===== src/rtl/s2d_pkg.sv =====
package s2d_pkg;

    parameter int SP_EXP_W  = 8;
    parameter int SP_FRAC_W = 23;
    parameter int DP_EXP_W  = 11;
    parameter int DP_FRAC_W = 52;
    parameter int SP_BIAS   = 127;
    parameter int DP_BIAS   = 1023;

    localparam int SP_W     = 1 + SP_EXP_W + SP_FRAC_W;
    localparam int DP_W     = 1 + DP_EXP_W + DP_FRAC_W;
    localparam int FILL_W   = DP_EXP_W - SP_EXP_W;
    localparam int PAD_W    = DP_FRAC_W - SP_FRAC_W;
    localparam int WORK_W   = DP_FRAC_W + 1;
    localparam int CNT_W    = $clog2(SP_FRAC_W + 1);
    // biased double exponent of the smallest single normal
    localparam int SUB_BASE = DP_BIAS - (SP_BIAS - 1);

    typedef struct packed {
        logic                 sign;
        logic [SP_EXP_W-1:0]  exp;
        logic [SP_FRAC_W-1:0] frac;
    } sp_t;

    typedef struct packed {
        logic                 sign;
        logic [DP_EXP_W-1:0]  exp;
        logic [DP_FRAC_W-1:0] frac;
    } dp_t;

    typedef enum logic [1:0] {
        CLS_NORMAL,
        CLS_ZERO,
        CLS_SPECIAL,
        CLS_SUBNORM
    } cls_e;

    function automatic cls_e classify(input sp_t w);
        if (w.exp == '0)
            return (w.frac == '0) ? CLS_ZERO : CLS_SUBNORM;
        if (w.exp == '1)
            return CLS_SPECIAL;
        return CLS_NORMAL;
    endfunction

    function automatic dp_t widen_direct(input sp_t w, input cls_e c);
        dp_t r;
        logic top;
        top     = w.exp[SP_EXP_W-1];
        r.sign  = w.sign;
        r.exp   = {top, {FILL_W{(c == CLS_NORMAL) ? ~top : top}},
                   w.exp[SP_EXP_W-2:0]};
        r.frac  = {w.frac, {PAD_W{1'b0}}};
        return r;
    endfunction

endpackage


===== src/rtl/s2d_classify.sv =====
module s2d_classify
    import s2d_pkg::*;
(
    input  sp_t  word,
    output cls_e cls
);
    always_comb cls = classify(word);
endmodule


===== src/rtl/s2d_direct_map.sv =====
module s2d_direct_map
    import s2d_pkg::*;
(
    input  sp_t  word,
    input  cls_e cls,
    output dp_t  result
);
    always_comb result = widen_direct(word, cls);
endmodule


===== src/rtl/s2d_norm_engine.sv =====
module s2d_norm_engine
    import s2d_pkg::*;
(
    input  logic                 clk,
    input  logic                 rst,
    input  logic                 load,
    input  logic                 sign_in,
    input  logic [SP_FRAC_W-1:0] frac_in,
    output logic                 busy,
    output logic                 finish,
    output dp_t                  result
);
    logic                busy_q;
    logic                sign_q;
    logic [WORK_W-1:0]   work_q;
    logic [DP_EXP_W-1:0] exp_q;
    logic [CNT_W-1:0]    iter_q;
    logic [WORK_W-1:0]   shifted;

    always_comb begin
        shifted = work_q << 1;
        busy    = busy_q;
        // the next shift brings a one into the leading position
        finish  = busy_q && work_q[WORK_W-2];
        result.sign = sign_q;
        result.exp  = exp_q - DP_EXP_W'(1);
        result.frac = shifted[DP_FRAC_W-1:0];
    end

    always_ff @(posedge clk) begin
        if (rst) begin
            busy_q <= 1'b0;
            sign_q <= 1'b0;
            work_q <= '0;
            exp_q  <= '0;
            iter_q <= '0;
        end else if (load) begin
            busy_q <= 1'b1;
            sign_q <= sign_in;
            work_q <= {1'b0, frac_in, {PAD_W{1'b0}}};
            exp_q  <= DP_EXP_W'(SUB_BASE);
            iter_q <= '0;
        end else if (busy_q) begin
            work_q <= shifted;
            exp_q  <= exp_q - DP_EXP_W'(1);
            iter_q <= iter_q + CNT_W'(1);
            if (work_q[WORK_W-2])
                busy_q <= 1'b0;
        end
    end


    iter_bound_chk: assert property (@(posedge clk) disable iff (rst)
        busy_q |-> (iter_q < CNT_W'(SP_FRAC_W)));


    sub_exp_range_chk: assert property (@(posedge clk) disable iff (rst)
        finish |-> (result.exp >= DP_EXP_W'(SUB_BASE - SP_FRAC_W)) &&
                   (result.exp <= DP_EXP_W'(SUB_BASE - 1)));


    work_hold_chk: assert property (@(posedge clk) disable iff (rst)
        (busy_q && !finish) |=> (busy_q && $stable(sign_q)));


    load_idle_chk: assert property (@(posedge clk) disable iff (rst)
        load |-> !busy_q);
endmodule


===== src/rtl/sp_to_dp_widen.sv =====
module sp_to_dp_widen
    import s2d_pkg::*;
(
    input  logic            clk,
    input  logic            rst,
    input  logic            start,
    input  logic [SP_W-1:0] word_in,
    output logic            done,
    output logic [DP_W-1:0] dword_out
);
    sp_t  word;
    cls_e cls;
    dp_t  direct_res;
    dp_t  eng_res;
    logic eng_busy;
    logic eng_finish;
    logic accept;
    logic take_direct;
    logic take_sub;
    logic done_q;
    dp_t  out_q;

    always_comb begin
        word        = sp_t'(word_in);
        accept      = start && !eng_busy;
        take_direct = accept && (cls != CLS_SUBNORM);
        take_sub    = accept && (cls == CLS_SUBNORM);
    end

    s2d_classify u_cls (
        .word (word),
        .cls  (cls)
    );

    s2d_direct_map u_map (
        .word   (word),
        .cls    (cls),
        .result (direct_res)
    );

    s2d_norm_engine u_eng (
        .clk     (clk),
        .rst     (rst),
        .load    (take_sub),
        .sign_in (word.sign),
        .frac_in (word.frac),
        .busy    (eng_busy),
        .finish  (eng_finish),
        .result  (eng_res)
    );

    always_ff @(posedge clk) begin
        if (rst) begin
            done_q <= 1'b0;
            out_q  <= '0;
        end else if (take_direct) begin
            done_q <= 1'b1;
            out_q  <= direct_res;
        end else if (eng_finish) begin
            done_q <= 1'b1;
            out_q  <= eng_res;
        end else begin
            done_q <= 1'b0;
        end
    end

    assign done      = done_q;
    assign dword_out = out_q;


    reset_quiet_chk: assert property (@(posedge clk)
        rst |=> (!done && dword_out == '0));


    direct_latency_chk: assert property (@(posedge clk) disable iff (rst)
        take_direct |=> done);


    done_source_chk: assert property (@(posedge clk) disable iff (rst)
        done |-> ($past(take_direct) || $past(eng_finish)));


    hold_result_chk: assert property (@(posedge clk) disable iff (rst)
        !done |-> $stable(dword_out));
endmodule


===== config.mk =====
export PLATFORM = sky130hd
export DESIGN_NAME = sp_to_dp_widen
export DESIGN_NICKNAME = d
export VERILOG_FILES = /design/src/rtl/s2d_pkg.sv /design/src/rtl/s2d_classify.sv /design/src/rtl/s2d_direct_map.sv /design/src/rtl/s2d_norm_engine.sv /design/src/rtl/sp_to_dp_widen.sv
export SDC_FILE = /design/constraint.sdc
export NUM_CORES = 1
export LEC_CHECK = 0
export CAP_MARGIN = 10
export CELL_PAD_IN_SITES_DETAIL_PLACEMENT = 1
export CELL_PAD_IN_SITES_GLOBAL_PLACEMENT = 1
export CORE_MARGIN = 5
export CORE_UTILIZATION = 39
export CTS_BUF_LIST = sky130_fd_sc_hd__clkbuf_8
export DETAILED_ROUTE_END_ITERATION = 7
export GPL_TIMING_DRIVEN = 0
export HOLD_SLACK_MARGIN = 0.06
export PLACE_DENSITY_LB_ADDON = 0.1
export SLEW_MARGIN = 10
export SYNTH_ARGS = -nofsm -noshare
export SYNTH_HDL_FRONTEND = slang
export SYNTH_SLANG_ARGS = --single-unit

===== constraint.sdc =====
create_clock -name clk -period 4.79 [get_ports clk]
set_input_delay 0.958 -clock clk [delete_from_list [all_inputs] [get_ports clk]]
set_output_delay 0.958 -clock clk [all_outputs]
set_load 0.03 [all_outputs]

==> results of run 1 <==
==> worst register-to-register path, cell delays in order (launching register included) <==
cell	delay, ps
dfxtp_1	370
inv_1	80
ha_1	210
nor3b_2	300
nor3b_2	370
nand2_1	110
xor2_1	170
a2111oi_2	360
==> synthesized netlist by cell type, types with 2 or more instances <==
library cell  number  share of area, %
nor2b_1            2              0.35
nor2_1            47               5.0
nor3b_2            2              0.71
and2_1            24               4.2
xor2_1            12               3.0
nand2_1           67               7.1
a211oi_4           2               1.1
o2bb2ai_1          2              0.49
o32ai_1            2              0.49
xnor2_1            3              0.74
nor4_1             8               1.4
a221o_1           22               6.2
nand3_1            2              0.28
nor3_1             6              0.85
a21oi_1            6              0.85
a311oi_1          24               5.9
dfxtp_1           72                41
clkbuf_1          19               2.0
mux2i_1            5               1.4
buf_2              5              0.71
inv_1              4              0.42
buf_4             35               7.4
o21ai_0            5              0.71
a221oi_1           2              0.49
a211oi_1           6               1.3
==> metal layers <==
metal | track usage, % | share of wire [%] | vias up
li1 | - | - | 1595
met1 | 26.69 | 46 | 1625
met2 | 31.37 | 48 | 94
met3 | 5.073 | 5.3 | 6
met4 | 4.292 | 0.78 | 0
met5 | 0 | 0 | -
==> sequential cells by signal, indices dropped and copies added, names as in the netlist <==
| register | flops |
|---|---|
| u_eng.work_q | 23 |
| u_eng.exp_q | 11 |
| dword_out | 35 |
| u_eng.busy | 1 |
| u_eng.sign_q | 1 |
| done | 1 |
==> worst min-delay path by stage <==
stage | start | endpoint | slack (ps)
after detailed placement | dword_out[33]$_SDFFE_PP0P_ | dword_out[33]$_SDFFE_PP0P_ | 480
final | u_eng.sign_q$_SDFFE_PP0P_ | dword_out[63]$_SDFFE_PP0P_ | 480
after global routing | dword_out[48]$_SDFFE_PP0P_ | dword_out[48]$_SDFFE_PP0P_ | 500
after CTS | u_eng.sign_q$_SDFFE_PP0P_ | dword_out[63]$_SDFFE_PP0P_ | 490
after floorplan | u_eng.sign_q$_SDFFE_PP0P_ | dword_out[63]$_SDFFE_PP0P_ | 450
after global placement | u_eng.sign_q$_SDFFE_PP0P_ | dword_out[63]$_SDFFE_PP0P_ | 460
==> power groups by stage <==
stage | clock, µW | combinational, µW | sequential, µW
finish | 538 | 243 | 631
global route | 580 | 259 | 633
floorplan | 0 | 105 | 683
global placement | 0 | 238 | 644
detailed placement | 0 | 241 | 645
CTS | 550 | 243 | 631
==> per-stage QoR <==
stage / hold slack (ps) / std cells
floorplan: 454.2 / 434
global placement: 459.0 / 611
detailed placement: 478.9 / 611
CTS: 487.6 / 627
global route: 504.8 / 627
finish: 482.8 / 627
==> area by class of cell <==
class | count | area share, %
Clock buffer | 10 | 2.933
Sequential cell | 72 | 30.72
Tap cell | 108 | 2.880
Clock inverter | 6 | 1.787
Timing Repair Buffer | 69 | 14.72
Buffer | 59 | 7.653
Inverter | 4 | 0.3200
Multi-Input combinational cell | 299 | 38.99
==> cell families after synthesis <==
logic type,count (synthesis),synth area share (%)
xor+xnor,15,3.712
simple gates,170,23.08
mux,5,1.414
compound gates,79,20.04
buf+inv,63,10.57
flops,72,40.72
fa+ha+maj,1,0.3534
other cells,1,0.1059
==> impl_metrics.yaml, run 1 <==
pwr:
  p_leak_uw: 0.001935
  power.switching_uw: 388.1
  sw_frac_of_total_pct: 27.49
  power.share.combinational_pct: 17.2
  power_frac_seq_pct: 44.7
  power_per_cell_area_nw_per_um2: 300.9
  internal_power_uw: 1024
  share_clk_of_total_power_pct: 38.1
  totalPowerFinal_uw: 1412
  power.ir.vdd_worst_v: 0.0001651
placement:
  routabilityCongestion: 0.7636
  placement.setup.worst_slack_ps: 1430
  io_buffers: 69
  detailed_place_hpwl_mm: 8.014
  placement.cell_area_um2: 4471
timing:
  finalSetupTns_ps: 0
  worst_slew_pin_slew_ps: 576.3
  hold_viol: 0
  timing.final.crit_share_pct: 63.85
  finalWorstPathRequiredPeriod_ps: 3058
  setup_slack_ps: 1732
  grt_setup_unrepaired: "false"
  final.setup_skew_ps: 9.151
  worst_slew_margin_rel_pct: 61.58
  finalMaxSlewViolations: 0
  setup-violations-final: 0
  max_clock_freq_mhz: 327.0
critical_path:
  ff2ff_setup_slack_ps: 2720
  cp-start-kind: "input port"
  crit_type: "input port to flip-flop"
  critical_path.cell_chain: "clkdlybuf4s50_1, nor4_1, and4_2, a211oi_4, and2_4, buf_4, a221o_1"
  worst_r2r_startpoint: "u_eng.exp_q[0]$_SDFFE_PP0P_"
  setup.worst_path.end: "u_eng.work_q[46]$_SDFFE_PP0P_"
  timing.critical_path.max_delay_family: "simple AND/OR/NAND/NOR gates"
  cp_data_required_time_ps: 5020
  path_depth_of_the_worst_reg2reg_path: 7
  arrival_ps: 3290
  worst_r2r_dst: "dword_out[62]$_SDFFE_PP0P_"
  slowest_delay_ps: 550
  crit_slowest_cell: "nor4_1"
  worst-path-max-fanout: 10
  critical_path_cell_count: 7
  crit_start: "word_in[0]"
  cp.buffers_inverters: 2
  cp-end-kind: "flip-flop"
global_route:
  global_route.usage.total_pct: 19.61
  grt_antenna_before_repair: 0
  grt_max_degree: 13
  grt_first_pass_wirelength_mm: 18.01
  first_global_vias: 3487
  globalRouteOverflowTotal: 0
final_layout:
  antenna_diode_count: 0
  num-nets-final: 550
  finalCoreUtilization_pct: 53.54
  seqCellArea_um2: 1441
  area_growth_syn_to_layout_pct: 32.56
  final_common_cell: "dfxtp_1"
  mostFrequentLayoutCells: "72 x dfxtp_1, 69 x clkdlybuf4s50_1, 67 x nand2_1"
  area_taken_by_multi_input_logic_gates_um2: 1829
  fillCellCount: 1043
  fraction_of_layout_cells_with_a_size_suffix_above_1_pct: 13.10
  finalInstanceArea_um2: 4692
detailed_routing:
  drcViolationCount: 0
  drt_iter0_markers: 110
  firstDrtPassIters: 4
  post_detailed_routing_wire_length_mm: 10.82
  post_drt_wl_per_cell_um: 17.26
  drtAntennaViolNets: 0
  post_drt_via_cell_ratio: 5.295
  num_vias: 3320
yosys:
  yosysUniqueCellTypes: 47
  share_of_the_yosys_chip_area_belonging_to_registers_pct: 40.72
  synth.avg_cell_area_um2: 8.718
  postSynth.asyncResetShare_pct: 0
  ys.flop_type: "dfxtp_1"
  synth-edff-count: 0
  post_synth_inst_count: 406
  synth_area_um2: 3540
  synth-warning-count: 0
  ys_seq_elements: 72
clock_tree:
  clk_pin_slew_ps: 80
  number_of_buffers_on_the_longest_clock_path: 2
  numClockSinks: 72
  cts_resized: 0
  clock_tree.htree_level_count: 3
  cts.repair_timing.setup_buffer_count: 0
  tritoncts: "done"
  quantity_of_hold_fixing_buffers_added_after_cts: 0
  numCtsBuffers: 9
  clk_latency_ps: 350
  cts.root.buffer_cell: "clkbuf_8"
status:
  status: "complete, no violations"
floorplan:
  die-area_um2: 11080
  core_region_area_um2: 8763
  floorplan.io_pins: 100
  floorplan.die.width_um: 105.3
  floorplan.initialDensity_pct: 40.39
  die_h_um: 105.3
  rows: 34
min_path:
  number_of_cells_on_the_worst_hold_path: 2
  kind_of_path_behind_the_tightest_hold_check: "flip-flop to flip-flop"
flow_run:
  maxCapViolCount: 0
No activity file was read; power rests on OpenSTA's default activity.
==> run 2, diff against run 1 <==
--- a/config.mk
+++ b/config.mk
@@ -9,7 +9,7 @@
 export CELL_PAD_IN_SITES_DETAIL_PLACEMENT = 1
 export CELL_PAD_IN_SITES_GLOBAL_PLACEMENT = 1
 export CORE_MARGIN = 5
-export CORE_UTILIZATION = 39
+export CORE_UTILIZATION = 33
 export CTS_BUF_LIST = sky130_fd_sc_hd__clkbuf_8
 export DETAILED_ROUTE_END_ITERATION = 7
 export GPL_TIMING_DRIVEN = 0
==> constraint.sdc (replaced) <==
create_clock -name clk -period 2.7 [get_ports clk]
set_input_delay 0.54 -clock clk [delete_from_list [all_inputs] [get_ports clk]]
set_output_delay 0.54 -clock clk [all_outputs]
set_load 0.03 [all_outputs]
==> run 2 against run 1 <==
- via count decreased by 3.2%
- clock-buffer cell count decreased by 1
- setup slack got worse by 1500 ps
- largest power group unchanged
- final cell count rose by 4.5%
- highest routed layer unchanged
- flip-flop and latch count stayed put
==> impl_metrics.yaml, run 2 (same netlist as run 1, synthesis figures left out) <==
clock_tree:
  number_of_buffers_on_the_longest_clock_path: 2
  quantity_of_hold_fixing_buffers_added_after_cts: 0
  clk_pin_slew_ps: 80
  numCtsBuffers: 9
  cts.repair_timing.setup_buffer_count: 0
  cts_resized: 0
  tritoncts: "done"
  cts.root.buffer_cell: "clkbuf_8"
  numClockSinks: 72
  clk_latency_ps: 360
  clock_tree.htree_level_count: 3
floorplan:
  floorplan.die.width_um: 113.6
  floorplan.io_pins: 100
  core_region_area_um2: 10420
  floorplan.initialDensity_pct: 33.98
  die_h_um: 113.6
  die-area_um2: 12900
  rows: 37
final_layout:
  mostFrequentLayoutCells: "72 x dfxtp_1, 69 x clkdlybuf4s50_1, 67 x nand2_1"
  num-nets-final: 550
  area_growth_syn_to_layout_pct: 33.55
  fillCellCount: 1250
  fraction_of_layout_cells_with_a_size_suffix_above_1_pct: 13.10
  largest_reg_flops: 35
  final_common_cell: "dfxtp_1"
  area_taken_by_multi_input_logic_gates_um2: 1829
  seqCellArea_um2: 1441
  antenna_diode_count: 0
critical_path:
  cp-start-kind: "input port"
  ff2ff_setup_slack_ps: 590
  arrival_ps: 2810
  worst_r2r_startpoint: "u_eng.exp_q[0]$_SDFFE_PP0P_"
  worst_r2r_dst: "dword_out[62]$_SDFFE_PP0P_"
  path_depth_of_the_worst_reg2reg_path: 7
  cp_data_required_time_ps: 3010
  cp-end-kind: "flip-flop"
  crit_type: "input port to flip-flop"
  worst-path-max-fanout: 10
timing:
  worst_slew_margin_rel_pct: 61.03
  hold_viol: 0
  finalMaxSlewViolations: 0
  finalWorstPathRequiredPeriod_ps: 2508
  worst_slew_pin_slew_ps: 584.6
  setup_slack_ps: 192.0
  timing.final.crit_share_pct: 92.89
  grt_setup_unrepaired: "false"
  setup-violations-final: 0
  max_clock_freq_mhz: 398.7
  final.setup_skew_ps: 11.86
  hold-worst-slack_ps: 480.3
detailed_routing:
  num_vias: 3213
  drcViolationCount: 0
  drtAntennaViolNets: 0
  drt_iter0_markers: 108
  post_detailed_routing_wire_length_mm: 10.86
  firstDrtPassIters: 4
  post_drt_via_cell_ratio: 4.905
  post_drt_wl_per_cell_um: 16.57
flow_run:
  maxCapViolCount: 0
pwr:
  power_frac_seq_pct: 44.8
  power_per_cell_area_nw_per_um2: 528.4
  p_leak_uw: 0.001936
  power.share.combinational_pct: 17.2
  power.ir.vdd_worst_v: 0.0002669
  share_clk_of_total_power_pct: 38.0
  sw_frac_of_total_pct: 28.06
  internal_power_uw: 1797
  power.switching_uw: 700.9
global_route:
  grt_max_degree: 14
  grt_first_pass_wirelength_mm: 17.96
  global_route.usage.total_pct: 17.38
  first_global_vias: 3443
  globalRouteOverflowTotal: 0
  grt_antenna_before_repair: 0
placement:
  routabilityCongestion: 0.7942
  placement.setup.worst_slack_ps: -122.0
  detailed_place_hpwl_mm: 8.119
  io_buffers: 69
min_path:
  number_of_cells_on_the_worst_hold_path: 2
  hold_path_end: "dword_out[63]$_SDFFE_PP0P_"
  startpoint_of_the_lowest_slack_hold_path: "u_eng.sign_q$_SDFFE_PP0P_"
  kind_of_path_behind_the_tightest_hold_check: "flip-flop to flip-flop"
status:
  status: "complete, no violations"
-- run 2: cell types whose count changed in the layout (fill, tap and decap cells not counted), sizes merged --
| cell | change |
|---|---|
| clkinv | +2 |
| clkinvlp | -1 |
| clkbuf | -1 |
-- run 2: layout make-up --
cell class | instances | share of cell area, %
multi-input cells | 299 | 38.70
clock inverters | 7 | 2.065
flip-flops and latches | 72 | 30.49
plain buffers | 59 | 7.597
clock buffers | 9 | 2.620
well taps | 136 | 3.600
repair buffers | 69 | 14.61
inverters | 4 | 0.3176
-- run 2: worst max path at each step --
| stage | start | endpoint | slack, ps | cells past startpoint |
|---|---|---|---|---|
| after floorplan | word_in[11] | u_eng.work_q[30]$_SDFFE_PP0P_ | 780 | 6 |
| after global placement | word_in[0] | u_eng.work_q[48]$_SDFFE_PP0P_ | -110 | 7 |
| after detailed placement | word_in[0] | u_eng.work_q[42]$_SDFFE_PP0P_ | -120 | 7 |
| after CTS | word_in[0] | u_eng.work_q[33]$_SDFFE_PP0P_ | 260 | 7 |
| after global routing | word_in[1] | u_eng.work_q[48]$_SDFFE_PP0P_ | 210 | 7 |
| final | word_in[0] | u_eng.work_q[42]$_SDFFE_PP0P_ | 190 | 7 |
-- run 2: metrics by stage --
| step | setup TNS, ps | total power (µW) | area, µm² | instances | utilization (%) |
|---|---|---|---|---|---|
| detailed placement | -2191 | 1572 | 4506 | 639 | 43.26 |
| global placement | -2230 | 1569 | 4506 | 639 | 43.26 |
| global route | 0 | 2600 | 4727 | 655 | 45.38 |
| CTS | 0 | 2519 | 4727 | 655 | 45.38 |
| floorplan | 0 | 1398 | 3645 | 434 | - |
| finish | 0 | 2498 | 4727 | 655 | 45.38 |
-- run 2: routing by layer --
| layer | routed length, µm | global-route usage, % | share of wire, % |
|---|---|---|---|
| met5 | 0 | 0 | 0 |
| met4 | 114 | 3.926 | 1.1 |
| met3 | 533 | 4.828 | 4.9 |
| met2 | 5044 | 28.62 | 46 |
| met1 | 5161 | 22.68 | 48 |
-- run 2: worst max-delay path, cell delays in order --
cell             delay (ps)
clkdlybuf4s50_1         460
nor4_1                  470
and4_2                  420
a21oi_2                 130
a211oi_4                370
buf_4                   240
a221o_1                 160
-- run 2: power by group through the flow --
stage               sequential, µW  combinational [µW]  clock (µW)
global route                  1120                 461        1020
CTS                           1120                 432         969
floorplan                     1210                 187           0
detailed placement            1140                 429           0
global placement              1140                 426           0
finish                        1120                 430         950
